### config.mk
export PLATFORM = sky130hd
export DESIGN_NAME = hg_switch_alloc
export DESIGN_NICKNAME = d
export VERILOG_FILES = /design/src/rtl/hg_pkg.sv /design/src/rtl/hg_rr_arb.sv /design/src/rtl/hg_credit.sv /design/src/rtl/hg_out_port.sv /design/src/rtl/hg_switch_alloc.sv
export SDC_FILE = /design/constraint.sdc
export NUM_CORES = 1
export LEC_CHECK = 0
export ABC_CLOCK_PERIOD_IN_PS = 2820
export BUFFER_PORTS_ARGS = -buffer_cell sky130_fd_sc_hd__buf_4
export CORE_ASPECT_RATIO = 2
export CORE_MARGIN = 2
export CORE_UTILIZATION = 30
export CTS_CLUSTER_SIZE = 16
export DETAILED_ROUTE_END_ITERATION = 10
export SYNTH_ARGS = -nofsm -noshare
export SYNTH_HDL_FRONTEND = slang
export SYNTH_HIERARCHICAL = 1
export SYNTH_SLANG_ARGS = --single-unit
export TNS_END_PERCENT = 50
### constraint.sdc
create_clock -name clk -period 2.82 [get_ports clk]
set_clock_uncertainty 0.2 [all_clocks]
set_input_delay 0.282 -clock clk [delete_from_list [all_inputs] [get_ports clk]]
set_output_delay 0.282 -clock clk [all_outputs]
set_load 0.02 [all_outputs]
### src/rtl/hg_pkg.sv
package hg_pkg;

  typedef enum logic [1:0] {
    FK_BODY = 2'b00,
    FK_HEAD = 2'b01,
    FK_TAIL = 2'b10,
    FK_SOLO = 2'b11
  } flit_kind_e;

  function automatic flit_kind_e kind_of(input logic head, input logic tail);
    return flit_kind_e'({tail, head});
  endfunction

  function automatic logic opens_packet(input flit_kind_e k);
    return (k == FK_HEAD) || (k == FK_SOLO);
  endfunction

  function automatic logic closes_packet(input flit_kind_e k);
    return (k == FK_TAIL) || (k == FK_SOLO);
  endfunction

endpackage

### src/rtl/hg_rr_arb.sv
module hg_rr_arb #(
  parameter int N = 4
) (
  input  logic         clk,
  input  logic         rst_n,
  input  logic [N-1:0] req,
  input  logic         update,
  output logic [N-1:0] grant
);
  localparam int PW = (N > 1) ? $clog2(N) : 1;

  logic [PW-1:0] ptr_q;

  function automatic logic [N-1:0] rr_pick(input logic [N-1:0] r, input logic [PW-1:0] p);
    logic [N-1:0] g;
    logic found;
    g = '0;
    found = 1'b0;
    for (int k = 0; k < N; k++) begin
      int idx;
      idx = (int'(p) + k) % N;
      if (!found && r[idx]) begin
        g[idx] = 1'b1;
        found  = 1'b1;
      end
    end
    return g;
  endfunction

  function automatic logic [PW-1:0] after_winner(input logic [N-1:0] g, input logic [PW-1:0] p);
    logic [PW-1:0] n;
    n = p;
    for (int k = 0; k < N; k++) begin
      if (g[k]) n = PW'((k + 1) % N);
    end
    return n;
  endfunction

  assign grant = rr_pick(req, ptr_q);

  always_ff @(posedge clk or negedge rst_n) begin
    if (!rst_n)                ptr_q <= '0;
    else if (update && |req)   ptr_q <= after_winner(grant, ptr_q);
  end
endmodule

### src/rtl/hg_credit.sv
module hg_credit #(
  parameter int MAXC = 4
) (
  input  logic clk,
  input  logic rst_n,
  input  logic take,
  input  logic give,
  output logic ok
);
  localparam int CW = $clog2(MAXC + 1);

  logic [CW-1:0] cnt_q;

  function automatic logic [CW-1:0] credit_next(input logic [CW-1:0] c, input logic t, input logic g);
    logic [CW-1:0] r;
    r = c;
    if (t) r = r - 1'b1;
    if (g) r = r + 1'b1;
    return r;
  endfunction

  always_ff @(posedge clk or negedge rst_n) begin
    if (!rst_n) cnt_q <= CW'(MAXC);
    else        cnt_q <= credit_next(cnt_q, take, give);
  end

  assign ok = (cnt_q != '0);
endmodule

### src/rtl/hg_out_port.sv
module hg_out_port #(
  parameter int N  = 4,
  parameter int DW = 8
) (
  input  logic            clk,
  input  logic            rst_n,
  input  logic            arb_go,
  input  logic [N-1:0]    win,
  input  logic            tail_leave,
  input  logic            legal,
  input  logic [N*DW-1:0] data_flat,
  output logic [N-1:0]    grant_q,
  output logic            out_valid,
  output logic [DW-1:0]   out_data
);
  function automatic logic [DW-1:0] steer(input logic [N-1:0] g, input logic [N*DW-1:0] d);
    logic [DW-1:0] acc;
    acc = '0;
    for (int i = 0; i < N; i++) begin
      acc = acc | (d[i*DW +: DW] & {DW{g[i]}});
    end
    return acc;
  endfunction

  always_ff @(posedge clk or negedge rst_n) begin
    if (!rst_n) begin
      grant_q   <= '0;
      out_valid <= 1'b0;
      out_data  <= '0;
    end else begin
      if (tail_leave)  grant_q <= '0;
      else if (arb_go) grant_q <= win;
      out_valid <= legal;
      if (legal) out_data <= steer(grant_q, data_flat);
    end
  end
endmodule

### src/rtl/hg_switch_alloc.sv
module hg_switch_alloc #(
  parameter int NPORT    = 4,
  parameter int DW       = 8,
  parameter int CRED_MAX = 4,
  parameter int PW       = (NPORT > 1) ? $clog2(NPORT) : 1
) (
  input  logic                   clk,
  input  logic                   rst_n,
  input  logic [NPORT-1:0]       in_valid,
  input  logic [NPORT-1:0]       in_head,
  input  logic [NPORT-1:0]       in_tail,
  input  logic [NPORT*PW-1:0]    in_dest,
  input  logic [NPORT*DW-1:0]    in_data,
  input  logic [NPORT-1:0]       credit_ret,
  output logic [NPORT-1:0]       in_deq,
  output logic [NPORT-1:0]       out_valid,
  output logic [NPORT*DW-1:0]    out_data,
  output logic [NPORT*NPORT-1:0] xbar_sel
);
  import hg_pkg::*;

  // Named internal events, observed by the bound checker
  logic [NPORT-1:0]       arb_go;
  logic [NPORT-1:0]       legal;
  logic [NPORT-1:0]       tail_leave;
  logic [NPORT-1:0]       cred_ok;
  logic [NPORT*NPORT-1:0] win_flat;

  logic [NPORT-1:0] opens, closes;
  logic [NPORT-1:0] match [NPORT];

  always_comb begin
    for (int i = 0; i < NPORT; i++) begin
      opens[i]  = opens_packet(kind_of(in_head[i], in_tail[i]));
      closes[i] = closes_packet(kind_of(in_head[i], in_tail[i]));
    end
  end

  for (genvar o = 0; o < NPORT; o++) begin : g_out
    logic [NPORT-1:0] to_here, hreq, arb_pick, own;
    logic [NPORT-1:0] grant_q;

    always_comb begin
      for (int i = 0; i < NPORT; i++) begin
        to_here[i] = in_valid[i] && (in_dest[i*PW +: PW] == PW'(o));
      end
    end

    // Head requests are qualified by this output's credit
    assign hreq          = to_here & opens & {NPORT{cred_ok[o]}};
    assign arb_go[o]     = (|hreq) && (grant_q == '0);
    assign own           = to_here & grant_q & {NPORT{cred_ok[o]}};
    assign match[o]      = own;
    assign legal[o]      = |own;
    assign tail_leave[o] = |(own & closes);
    assign win_flat[o*NPORT +: NPORT] = arb_pick & {NPORT{arb_go[o]}};
    assign xbar_sel[o*NPORT +: NPORT] = grant_q;

    hg_rr_arb #(.N(NPORT)) u_arb (
      .clk    (clk),
      .rst_n  (rst_n),
      .req    (hreq),
      .update (arb_go[o]),
      .grant  (arb_pick)
    );

    hg_credit #(.MAXC(CRED_MAX)) u_cred (
      .clk   (clk),
      .rst_n (rst_n),
      .take  (legal[o]),
      .give  (credit_ret[o]),
      .ok    (cred_ok[o])
    );

    hg_out_port #(.N(NPORT), .DW(DW)) u_port (
      .clk        (clk),
      .rst_n      (rst_n),
      .arb_go     (arb_go[o]),
      .win        (win_flat[o*NPORT +: NPORT]),
      .tail_leave (tail_leave[o]),
      .legal      (legal[o]),
      .data_flat  (in_data),
      .grant_q    (grant_q),
      .out_valid  (out_valid[o]),
      .out_data   (out_data[o*DW +: DW])
    );
  end

  always_comb begin
    in_deq = '0;
    for (int o = 0; o < NPORT; o++) begin
      in_deq = in_deq | match[o];
    end
  end
endmodule

==> impl_metrics.toml <==
[run_status]
status = "finished, violations left"
violations = "negative setup slack"

[drt]
vias_per_cell = 5.52
antenna_left = 0
vias = 6184
drtIter0Drc = 395
wl_um = 22600
wl_per_cell_um = 20.2
route.detailed.drc = 0
firstDrtPassIters = 6

[worst_setup_path]
worstSetupStartpointType = "flop"
max_stage_delay_ps = 540
worstPathCellList = "inv_2 -> ha_4 -> nand2b_4 -> and4b_1 -> and2_4 -> mux4_2 -> buf_6 -> buf_6 -> nand2_2 -> o21ai_2 -> a221oi_2 -> inv_1 -> nand2_1 -> a21oi_2 -> mux2i_1 -> nor2_1"
cp_data_arrival_time_ps = 3010
end_kind = "flop"
ff2ff_setup_slack_ps = -160
r2r-end = "g_out[2].u_port/grant_q[0]"
cp_common_cell = "buf_6"
crit_buf_inv = 4
crit_type = "reg -> reg"
cp_top_family = "multiplexers"
critical_path_required_ps = 2850
worstPathMaxFanout = 5
reg2reg_depth = 16
rr_startpoint = "g_out[2].u_cred/cnt_q[1]"
crit_slowest_cell = "mux4_2"

[pwr]
leakagePower_nw = 3.94
ir_drop_uv = 298
p_per_area_nw_per_um2 = 655
power_mw = 5.74

[timing]
rsz0062_at_grt = "yes"
setup_viol = 24
fmax_mhz = 335
slew_violations = 0
worst_pin_slew_ps = 1060
period_needed_ps = 2980
timing_hold_violations_final = 0
finalCritPeriodShare_pct = 106
finalWorstSetupSlack_ps = -163
slew_headroom_pct = 28.3

[layout]
drive_above_1_share_pct = 46.2
fin_area_um2 = 8760
fin_util_pct = 44.4
antenna_cells = 0
syn_to_final_growth_pct = 46.8
final_nets = 947
fill_cells = 1959

[yosys]
synthesis.nets = 715
ys_types = 55
syn_area_per_cell_um2 = 9.61
synthFlopType = "dfrtp_1"
synthCells = 621
seq_area_frac_synth_pct = 30.3
async_flop_share_pct = 100
ys_ff_latch = 72
synth_warnings = 6
synth_edf_count = 0
syn_area_um2 = 5970

[global_route]
grt_pass1_wl_um = 34300
overflow = 0
grtUsageTotal_pct = 20.9
antenna_found_initial = 0
grt_max_degree = 40
grt_pass1_vias = 6248

[placement]
port_buffers = 113
pre_cts_ws_ps = -324
place_area_um2 = 7550
gp_congestion = 0.872
hpwl_um = 16500

[hold_path]
min_delay_path_depth = 3
hp-start = "in_data[31]"
holdPathEnd = "g_out[0].u_port/out_data[7]"
hold_class = "in -> reg"

[die]
die_x_um = 104
ios = 114
dieArea_um2 = 21100
die-height_um = 204
start_util_pct = 30.3
std_cell_rows = 73
core_um2 = 19700

[clock_tree]
path_clk_slew_ps = 60
clkLatencyLatePin_ps = 350
ctsRootBufferMaster = "clkbuf_16"
clockBufferDepth = 2
cts_buffers = 9
cts_tree = "done"
htreeDepth = 3
clock_sinks = 72

[job]
cap_violations = 0
-- where the power goes --
part	total [mW]	internal, mW	switching (mW)	leakage, nW
clock network	1.13	0.605	0.521	0.130
registers	1.54	1.32	0.222	0.938
logic	3.08	1.53	1.55	2.87
-- cell families after synthesis --
| kind of cell | Yosys count | synth area share [%] |
|---|---|---|
| DFF | 72 | 30.3 |
| xor gates and xnor gates | 12 | 2.77 |
| buffers and inverters | 66 | 7.23 |
| muxes | 32 | 9.09 |
| adders and majority gates | 36 | 7.54 |
| and+or+nand+nor | 214 | 19.4 |
| AOI/OAI and AO/OA | 189 | 23.7 |
-- how the worst max path moves through the flow --
stage                                        start                         end  slack [ps]  cells after the start
final                     g_out[2].u_cred/cnt_q[1]  g_out[2].u_port/grant_q[0]        -160                     16
after global routing      g_out[0].u_cred/cnt_q[1]  g_out[0].u_port/grant_q[2]        -330                     14
after CTS                 g_out[0].u_cred/cnt_q[1]  g_out[0].u_port/grant_q[2]        -200                     14
after detailed placement  g_out[1].u_cred/cnt_q[0]  g_out[1].u_port/grant_q[0]        -320                     13
after global placement    g_out[1].u_cred/cnt_q[0]  g_out[1].u_port/grant_q[0]        -320                     13
after floorplan           g_out[1].u_cred/cnt_q[0]  g_out[1].u_port/grant_q[0]         -10                     13
-- synth_stat cells, types with 5 or more instances --
| library cell | instances | area share [%] |
|---|---|---|
| nand3_1 | 15 | 1.3 |
| dfrtp_1 | 68 | 28 |
| o22a_1 | 5 | 0.73 |
| ha_1 | 36 | 7.5 |
| buf_6 | 8 | 1.5 |
| a22oi_1 | 67 | 8.4 |
| nand2_1 | 77 | 4.8 |
| xor2_1 | 8 | 1.2 |
| and2_1 | 13 | 1.4 |
| mux4_2 | 10 | 3.8 |
| a221oi_2 | 7 | 1.8 |
| mux4_1 | 6 | 2.6 |
| a21oi_1 | 24 | 2.0 |
| buf_4 | 13 | 1.6 |
| buf_2 | 8 | 0.67 |
| o21ai_1 | 9 | 0.75 |
| a221oi_1 | 9 | 1.3 |
| mux2i_1 | 16 | 2.7 |
| nand4_1 | 7 | 0.73 |
| a31oi_1 | 32 | 3.4 |
| o21ai_0 | 7 | 0.59 |
| and4b_1 | 5 | 0.84 |
| nor2_1 | 57 | 3.6 |
| inv_1 | 33 | 2.1 |
-- area by class of cell --
class / count / area (um^2) / share of cell area, %
sequential: 72 / 1810 / 20.6
timing repair buffer: 253 / 2020 / 23.1
clock inverter: 7 / 56.3 / 0.643
clock buffer: 9 / 225 / 2.57
inverter: 33 / 124 / 1.41
tap: 262 / 328 / 3.74
multi-input combinational: 484 / 4200 / 48.0
-- state kept, by name, indices dropped and copies added, names as in the netlist --
| register | count |
|---|---|
| g_out.u_arb/ptr_q | 8 |
| g_out.u_cred/cnt_q | 12 |
| g_out.u_port/grant_q | 16 |
| g_out.u_port/out_data | 32 |
| g_out.u_port/out_valid | 4 |
-- stage by stage --
stage	hold WS, ps	std cells	TNS [ps]
2_1_floorplan	-214	621	-35.3
3_3_place_gp	115	1052	-5270
3_5_place_dp	123	1052	-5970
4_1_cts	70.5	1101	-2850
5_1_grt	93.6	1120	-6220
6_report	79.7	1120	-2850
-- cells in the final DEF (no fill, tap or decap), drive strengths merged, types with 7 or more instances in the layout --
master / instances
buf: 248
nand2: 77
dfrtp: 68
a22oi: 67
nor2: 61
ha: 36
inv: 35
a31oi: 32
a21oi: 24
and2: 18
mux4: 17
mux2i: 16
a221oi: 16
o21ai: 16
nand3: 15
clkbuf: 9
xor2: 8
nand4: 7
and4b: 7
-- repair_timing --
item | CTS | global route
gates cloned | 1 | 0
endpoints found under the setup margin | 24 | 27
pin swaps | 36 | 24
hold buffers | 5 | 0
endpoints found under the hold margin | 43 | 0
setup buffers | 28 | 19
resized for setup | 81 | 42
-- worst min-delay path: cells and delay by family --
family / cells / cell delay [ps]
AOI/OAI and AO/OA: 2 / 210
buffers and inverters: 1 / 100
-- metal layers --
layer | wire (um) | share of wire [%] | track usage (%)
met1 | 8050 | 36 | 22.5
met2 | 12000 | 53 | 38.6
met3 | 1200 | 5.3 | 2.91
met4 | 1330 | 5.9 | 12.5
met5 | 0 | 0 | 0
Power figures use the tool's default switching activity.
